File: src/rtl/adc_seq_pkg.sv
package adc_seq_pkg;
    typedef struct packed {
        logic s1;
        logic s2;
        logic s3;
    } sync_t;

    function automatic int unsigned div_shift(input int unsigned code);
        return (code == 0) ? 1 : code;
    endfunction
endpackage

File: src/rtl/adc_prescaler.sv
module adc_prescaler #(
    parameter int PSEL_W = 3,
    localparam int CNT_W = (1 << PSEL_W) - 1
) (
    input  logic              clk,
    input  logic              rst_n,
    input  logic              clr,
    input  logic [PSEL_W-1:0] sel,
    output logic              tick
);
    typedef struct packed { logic [CNT_W-1:0] cnt; } pre_t;
    pre_t pre_d, pre_q;
    logic [CNT_W:0]   full_mask;
    logic [CNT_W-1:0] mask;

    always_comb begin
        full_mask = ((CNT_W+1)'(1) << adc_seq_pkg::div_shift(32'(sel))) - (CNT_W+1)'(1);
        mask      = full_mask[CNT_W-1:0];
        tick      = ((pre_q.cnt & mask) == mask);
        pre_d     = pre_q;
        pre_d.cnt = clr ? '0 : pre_q.cnt + CNT_W'(1);
    end

    always_ff @(posedge clk or negedge rst_n) begin
        if (!rst_n) pre_q <= '0;
        else        pre_q <= pre_d;
    end


    presc_clr_chk: assert property (@(posedge clk) disable iff (!rst_n)
        clr |=> !tick);
endmodule

File: src/rtl/adc_trig_sync.sv
module adc_trig_sync (
    input  logic clk,
    input  logic rst_n,
    input  logic trig_in,
    output logic rise
);
    adc_seq_pkg::sync_t sy_d, sy_q;

    always_comb begin
        sy_d    = sy_q;
        sy_d.s1 = trig_in;
        sy_d.s2 = sy_q.s1;
        sy_d.s3 = sy_q.s2;
        rise    = sy_q.s2 & ~sy_q.s3;
    end

    always_ff @(posedge clk or negedge rst_n) begin
        if (!rst_n) sy_q <= '0;
        else        sy_q <= sy_d;
    end


    rise_single_chk: assert property (@(posedge clk) disable iff (!rst_n)
        rise |=> !rise);
endmodule

File: src/rtl/adc_sar_core.sv
module adc_sar_core #(
    parameter int RES_W = 10,
    localparam int IDX_W = $clog2(RES_W)
) (
    input  logic             clk,
    input  logic             rst_n,
    input  logic             clear,
    input  logic             step,
    input  logic             bit_en,
    input  logic [IDX_W-1:0] bit_idx,
    input  logic             cmp_in,
    output logic [RES_W-1:0] dac_code,
    output logic [RES_W-1:0] sar_next
);
    typedef struct packed { logic [RES_W-1:0] sar; } sar_t;
    sar_t sar_d, sar_q;
    logic [RES_W-1:0] trial;

    always_comb begin
        trial    = bit_en ? (RES_W'(1) << bit_idx) : '0;
        dac_code = sar_q.sar | trial;
        sar_next = (step && bit_en && cmp_in) ? dac_code : sar_q.sar;
        sar_d    = sar_q;
        sar_d.sar = clear ? '0 : sar_next;
    end

    always_ff @(posedge clk or negedge rst_n) begin
        if (!rst_n) sar_q <= '0;
        else        sar_q <= sar_d;
    end


    sar_reject_chk: assert property (@(posedge clk) disable iff (!rst_n)
        (step && bit_en && !cmp_in && !clear) |=> (dac_code & ~trial) == $past(sar_q.sar));
endmodule

File: src/rtl/adc_seq.sv
module adc_seq #(
    parameter int RES_W  = 10,
    parameter int REG_W  = 8,
    parameter int PSEL_W = 3,
    parameter int MUX_W  = 4,
    parameter int REF_W  = 2
) (
    input  logic              clk,
    input  logic              rst_n,
    input  logic              start_set,
    input  logic              auto_en,
    input  logic              free_run,
    input  logic              trig_in,
    input  logic [PSEL_W-1:0] presc_sel,
    input  logic [MUX_W-1:0]  mux_sel,
    input  logic [REF_W-1:0]  ref_sel,
    input  logic              flag_clr,
    input  logic              cmp_in,
    output logic              start_bit,
    output logic              busy,
    output logic              sh_pulse,
    output logic [RES_W-1:0]  dac_code,
    output logic [MUX_W-1:0]  mux_lat,
    output logic [REF_W-1:0]  ref_lat,
    output logic [REG_W-1:0]  res_hi,
    output logic [REG_W-1:0]  res_lo,
    output logic              done_flag
);
    localparam int FIRST_CYC = 3;
    localparam int LAST_CYC  = FIRST_CYC + RES_W - 1;
    localparam int DONE_CYC  = LAST_CYC + 1;
    localparam int CYC_W     = $clog2(DONE_CYC + 1);
    localparam int IDX_W     = $clog2(RES_W);
    localparam int EXT_W     = 2 * REG_W;

    typedef struct packed {
        logic             start;
        logic [CYC_W-1:0] cyc;
        logic             sh;
        logic             flag;
        logic [MUX_W-1:0] mux;
        logic [REF_W-1:0] rf;
        logic [REG_W-1:0] hi;
        logic [REG_W-1:0] lo;
    } st_t;

    st_t st_d, st_q;
    logic             tick, trig_rise, accept_trig, begin_conv, bit_en, step;
    logic [IDX_W-1:0] bit_idx;
    logic [RES_W-1:0] sar_next;
    logic [EXT_W-1:0] res_ext;

    adc_prescaler #(.PSEL_W(PSEL_W)) u_presc (
        .clk(clk), .rst_n(rst_n), .clr(accept_trig), .sel(presc_sel), .tick(tick)
    );

    adc_trig_sync u_sync (
        .clk(clk), .rst_n(rst_n), .trig_in(trig_in), .rise(trig_rise)
    );

    adc_sar_core #(.RES_W(RES_W)) u_sar (
        .clk(clk), .rst_n(rst_n), .clear(begin_conv), .step(step),
        .bit_en(bit_en), .bit_idx(bit_idx), .cmp_in(cmp_in),
        .dac_code(dac_code), .sar_next(sar_next)
    );

    always_comb begin
        bit_en      = (st_q.cyc >= CYC_W'(FIRST_CYC)) && (st_q.cyc <= CYC_W'(LAST_CYC));
        bit_idx     = IDX_W'(CYC_W'(LAST_CYC) - st_q.cyc);
        step        = tick && bit_en;
        accept_trig = auto_en && trig_rise && (st_q.cyc == '0) && !st_q.start;
        begin_conv  = tick && st_q.start &&
                      ((st_q.cyc == '0) || (st_q.cyc == CYC_W'(DONE_CYC)));
        res_ext     = {{(EXT_W-RES_W){1'b0}}, sar_next};

        st_d    = st_q;
        st_d.sh = tick && (st_q.cyc == CYC_W'(1));

        if (tick) begin
            if (begin_conv) begin
                st_d.cyc = CYC_W'(1);
                st_d.mux = mux_sel;
                st_d.rf  = ref_sel;
            end else if (st_q.cyc == CYC_W'(DONE_CYC)) begin
                st_d.cyc = '0;
            end else if (st_q.cyc != '0) begin
                st_d.cyc = st_q.cyc + CYC_W'(1);
            end
        end

        if (flag_clr) st_d.flag = 1'b0;

        if (tick && (st_q.cyc == CYC_W'(LAST_CYC))) begin
            st_d.hi   = res_ext[EXT_W-1:REG_W];
            st_d.lo   = res_ext[REG_W-1:0];
            st_d.flag = 1'b1;
            if (!free_run) st_d.start = 1'b0;
        end

        if (start_set || accept_trig) st_d.start = 1'b1;
    end

    always_ff @(posedge clk or negedge rst_n) begin
        if (!rst_n) st_q <= '0;
        else        st_q <= st_d;
    end

    assign start_bit = st_q.start;
    assign busy      = (st_q.cyc != '0);
    assign sh_pulse  = st_q.sh;
    assign mux_lat   = st_q.mux;
    assign ref_lat   = st_q.rf;
    assign res_hi    = st_q.hi;
    assign res_lo    = st_q.lo;
    assign done_flag = st_q.flag;


    sh_one_chk: assert property (@(posedge clk) disable iff (!rst_n)
        sh_pulse |=> !sh_pulse);


    flag_hold_chk: assert property (@(posedge clk) disable iff (!rst_n)
        (done_flag && !flag_clr) |=> done_flag);


    flag_src_chk: assert property (@(posedge clk) disable iff (!rst_n)
        $rose(done_flag) |-> $past(busy));


    latch_hold_chk: assert property (@(posedge clk) disable iff (!rst_n)
        (busy && !tick) |=> ($stable(mux_lat) && $stable(ref_lat)));


    free_keep_chk: assert property (@(posedge clk) disable iff (!rst_n)
        (start_bit && free_run) |=> start_bit);
endmodule

File: config.mk
export PLATFORM = sky130hd
export DESIGN_NAME = adc_seq
export DESIGN_NICKNAME = d
export VERILOG_FILES = /design/src/rtl/adc_seq_pkg.sv /design/src/rtl/adc_prescaler.sv /design/src/rtl/adc_trig_sync.sv /design/src/rtl/adc_sar_core.sv /design/src/rtl/adc_seq.sv
export SDC_FILE = /design/constraint.sdc
export NUM_CORES = 1
export LEC_CHECK = 0
export ABC_AREA = 0
export BUFFER_PORTS_ARGS = -buffer_cell sky130_fd_sc_hd__buf_2
export CORE_MARGIN = 2
export CORE_UTILIZATION = 58
export DETAILED_ROUTE_END_ITERATION = 8
export GPL_TIMING_DRIVEN = 0
export PLACE_DENSITY = 0.95
export SYNTH_ARGS = -nofsm -noshare
export SYNTH_HDL_FRONTEND = slang
export SYNTH_SLANG_ARGS = --single-unit
export TNS_END_PERCENT = 20
File: constraint.sdc
create_clock -name clk -period 5 [get_ports clk]
set_input_delay 1 -clock clk [delete_from_list [all_inputs] [get_ports clk]]
set_output_delay 1 -clock clk [all_outputs]
set_load 0.005 [all_outputs]
==> flow_summary.ini <==
[floorplan]
die_x_um = 67.53
dieArea_um2 = 4560
core_region_area_um2 = 3943
ios = 53
start_util_pct = 59.38
die_h_um = 67.53
rows = 23

[pwr]
p_leak_nw = 1.487
power.density_nw_per_um2 = 461.9
vdd_ir_drop_max_uv = 220.5

[synth]
ys_seq_area_share_pct = 45.96
synth-seq-cells = 43
ys_warn_count = 0
synthesis.area_um2 = 2341
syn_inst = 221
ys_types = 45
synthArstFlopShare_pct = 100.0
synthFlopType = dfrtp_1
synth_edf_count = 0
avgSynthCellArea_um2 = 10.59

[worst_setup_path]
worstSetupPathType = reg -> out
arrival_ns = 2.31
crit_fanout = 10
critPathMaxStageDelay_ns = 0.53
path_common_cell = inv_1
path_delay_family = compound AO/OA/AOI/OAI gates
cp-end-kind = output pin
start_kind = register
critPathRequiredTime_ns = 4.00
critPathBufInv = 4
critical_path.cell_chain = inv_1 -> ha_1 -> nor4bb_1 -> a211oi_1 -> inv_1 -> a21oi_1 -> inv_1 -> buf_2
critical-path-slowest-cell = dfrtp_1

[grt]
grt_pass1_wl_mm = 7.859
grt_usage_pct = 23.25
grt_pass1_vias = 1758
antenna_found_initial = 0
grt-ovfl-total = 0
grt_max_degree = 44

[clock_tree]
cts.htree.levels = 2
insertion_delay_ns = 0.30
cts_tree = done
postCtsSetupRepairBufs = 0
cts_sinks = 43
root_buffer = clkbuf_8
cts_hold_buf = 0
clockBufferDepth = 2
cts_resized = 0
numCtsBuffers = 5
cts.clk_slew.worst_paths_ns = 0.07

[route]
viasPerCell = 5.405
wl_mm = 4.697
wl_per_cell_um = 14.32
first_pass_iters = 4
drtIter0Drc = 96
drc_errors = 0
vias = 1773
drtAntennaViolNets = 0

[layout]
drive_gt1_share_pct = 34.17
num_antenna_cells = 0
area.growth.synth_to_final_pct = 16.41
fin_util_pct = 69.12
final_net_count = 305
fin_area_um2 = 2725

[status]
status = finished, final reports clean

[placement]
place_area_um2 = 2653
hpwl_mm = 3.352
numPortBuffers = 46
gp_congestion = 0.8561

[timing]
drv_slew = 0
tightest_slew_ns = 1.115
rsz0062_at_grt = false
fin_skew_ns = 0.003397
max_freq_mhz = 302.6
finalCriticalPeriod_ns = 3.305
hold_viol = 0
finalCritPeriodShare_pct = 66.10
relSlewSlack_pct = 24.95
finalSetupViolations = 0
finalSetupTns_ns = 0

[flow_run]
drv_cap = 0

[hold_path]
min_path_type = reg -> reg
## through the flow
step | instances | power (W) | hold slack (ns) | setup slack [ns]
final | 328 | 0.001259 | 0.3559 | 1.695
after global routing | 328 | 0.001369 | 0.3733 | 1.415
after CTS | 328 | 0.001264 | 0.3532 | 1.713
after detailed placement | 322 | 0.001060 | 0.3364 | 1.956
after global placement | 322 | 0.001029 | 0.3343 | 2.021
after floorplan | 226 | 0.0008840 | 0.3312 | 2.297
## layout by cell type, fill, tap and decap left out, types with 7 or more instances in the layout
master,n
a21o_1,7
a21oi_1,7
a41oi_1,7
buf_2,49
buf_4,22
conb_1,7
dfrtp_1,43
ha_1,9
inv_1,18
nand3_1,7
nor2_1,16
o21ai_0,10
## cell usage after synthesis (2+ instances only)
cell,n,area (um^2)
a21o_1,7,52.55
a21oi_1,7,35.03
a31oi_1,3,18.77
a41oi_1,7,61.31
and2_1,2,12.51
and3_1,2,12.51
buf_2,3,15.01
buf_4,22,165.2
buf_6,3,33.78
conb_1,2,7.510
dfrtp_1,43,1076
ha_1,9,112.6
inv_1,18,67.56
mux2_4,6,90.09
mux2i_1,6,60.06
nand2_1,5,18.77
nand3_1,7,35.03
nand4_1,2,12.51
nor2_1,16,60.06
nor2b_1,4,25.02
nor3_2,3,30.03
o21a_1,2,15.01
o21ai_0,10,50.05
o31ai_1,5,37.54
or2_2,2,12.51
xnor2_1,3,26.28
xor2_1,4,35.03
## sequential cells by signal (all words and copies together), names as in the netlist
| name | cells |
|---|---|
| u_sar.sar_q | 10 |
| res_lo | 8 |
| u_presc.pre_q | 7 |
| mux_lat | 4 |
| st_q | 4 |
| ref_lat | 2 |
| res_hi | 2 |
| u_sync.sy_d | 2 |
| done_flag | 1 |
| sh_pulse | 1 |
| start_bit | 1 |
| u_sync.sy_q | 1 |
## cell type report
type / count / area [um^2]
plain buffers: 31 / 237.7
clock buffers: 6 / 72.57
fillers: 311 / 1217
inverters: 18 / 67.56
multi-input cells: 134 / 978.4
flip-flops and latches: 43 / 1076
well taps: 50 / 62.56
repair buffers: 46 / 230.2
## worst register-to-register path, stage by stage (launching register included)
cell and delay, ns:
dfrtp_1 0.49, inv_1 0.15, ha_1 0.28, nand2_1 0.18
nor4_1 0.94, nor2_1 0.13
## routing by layer
layer	vias to the layer above	part of all wire (%)	routed length [um]	track usage, %
met5	-	0	0	0
met4	0	2.3	108	11.22
met3	9	5.6	261	4.333
met2	53	52	2453	41.54
met1	861	40	1874	26.53
li1	850	-	-	-
## kinds of logic after synthesis
| group | count (synthesis) | synth area share, % |
|---|---|---|
| other | 2 | 0.3208 |
| XOR/XNOR | 7 | 2.619 |
| multiplexers | 12 | 6.414 |
| flip-flops | 43 | 45.96 |
| AND/OR/NAND/NOR | 51 | 12.56 |
| AO/OA/AOI/OAI | 48 | 14.27 |
| buffers and inverters | 49 | 13.04 |
| adder cells (fa/ha/maj) | 9 | 4.810 |
## report_power, final
part | total, W | switching (W) | internal, W
combinational | 0.000534 | 0.000269 | 0.000266
sequential | 0.000521 | 0.0000785 | 0.000443
clock | 0.000203 | 0.000110 | 0.0000931
total | 0.00126 | 0.000457 | 0.000802
## path summary, 6_finish.rpt
check / start / to / slack [ns] / cells past startpoint
max: st_q[24]$_DFFE_PN0P_ / dac_code[4] / 1.69 / 8
min: u_sync.sy_d[1]$_DFF_PN0_ / u_sync.sy_d[0]$_DFF_PN0_ / 0.36 / 0
max reg2reg: st_q[24]$_DFFE_PN0P_ / u_presc.pre_q[4]$_DFF_PN0_ / 2.67 / 5
min reg2reg: u_sync.sy_d[1]$_DFF_PN0_ / u_sync.sy_d[0]$_DFF_PN0_ / 0.36 / 0
max in group asynchronous: rst_n / res_lo[2]$_DFFE_PN0P_ / 3.57 / 1
min in group asynchronous: rst_n / u_presc.pre_q[6]$_DFF_PN0_ / 0.84 / 1
No activity file was read; power rests on OpenSTA's default activity.
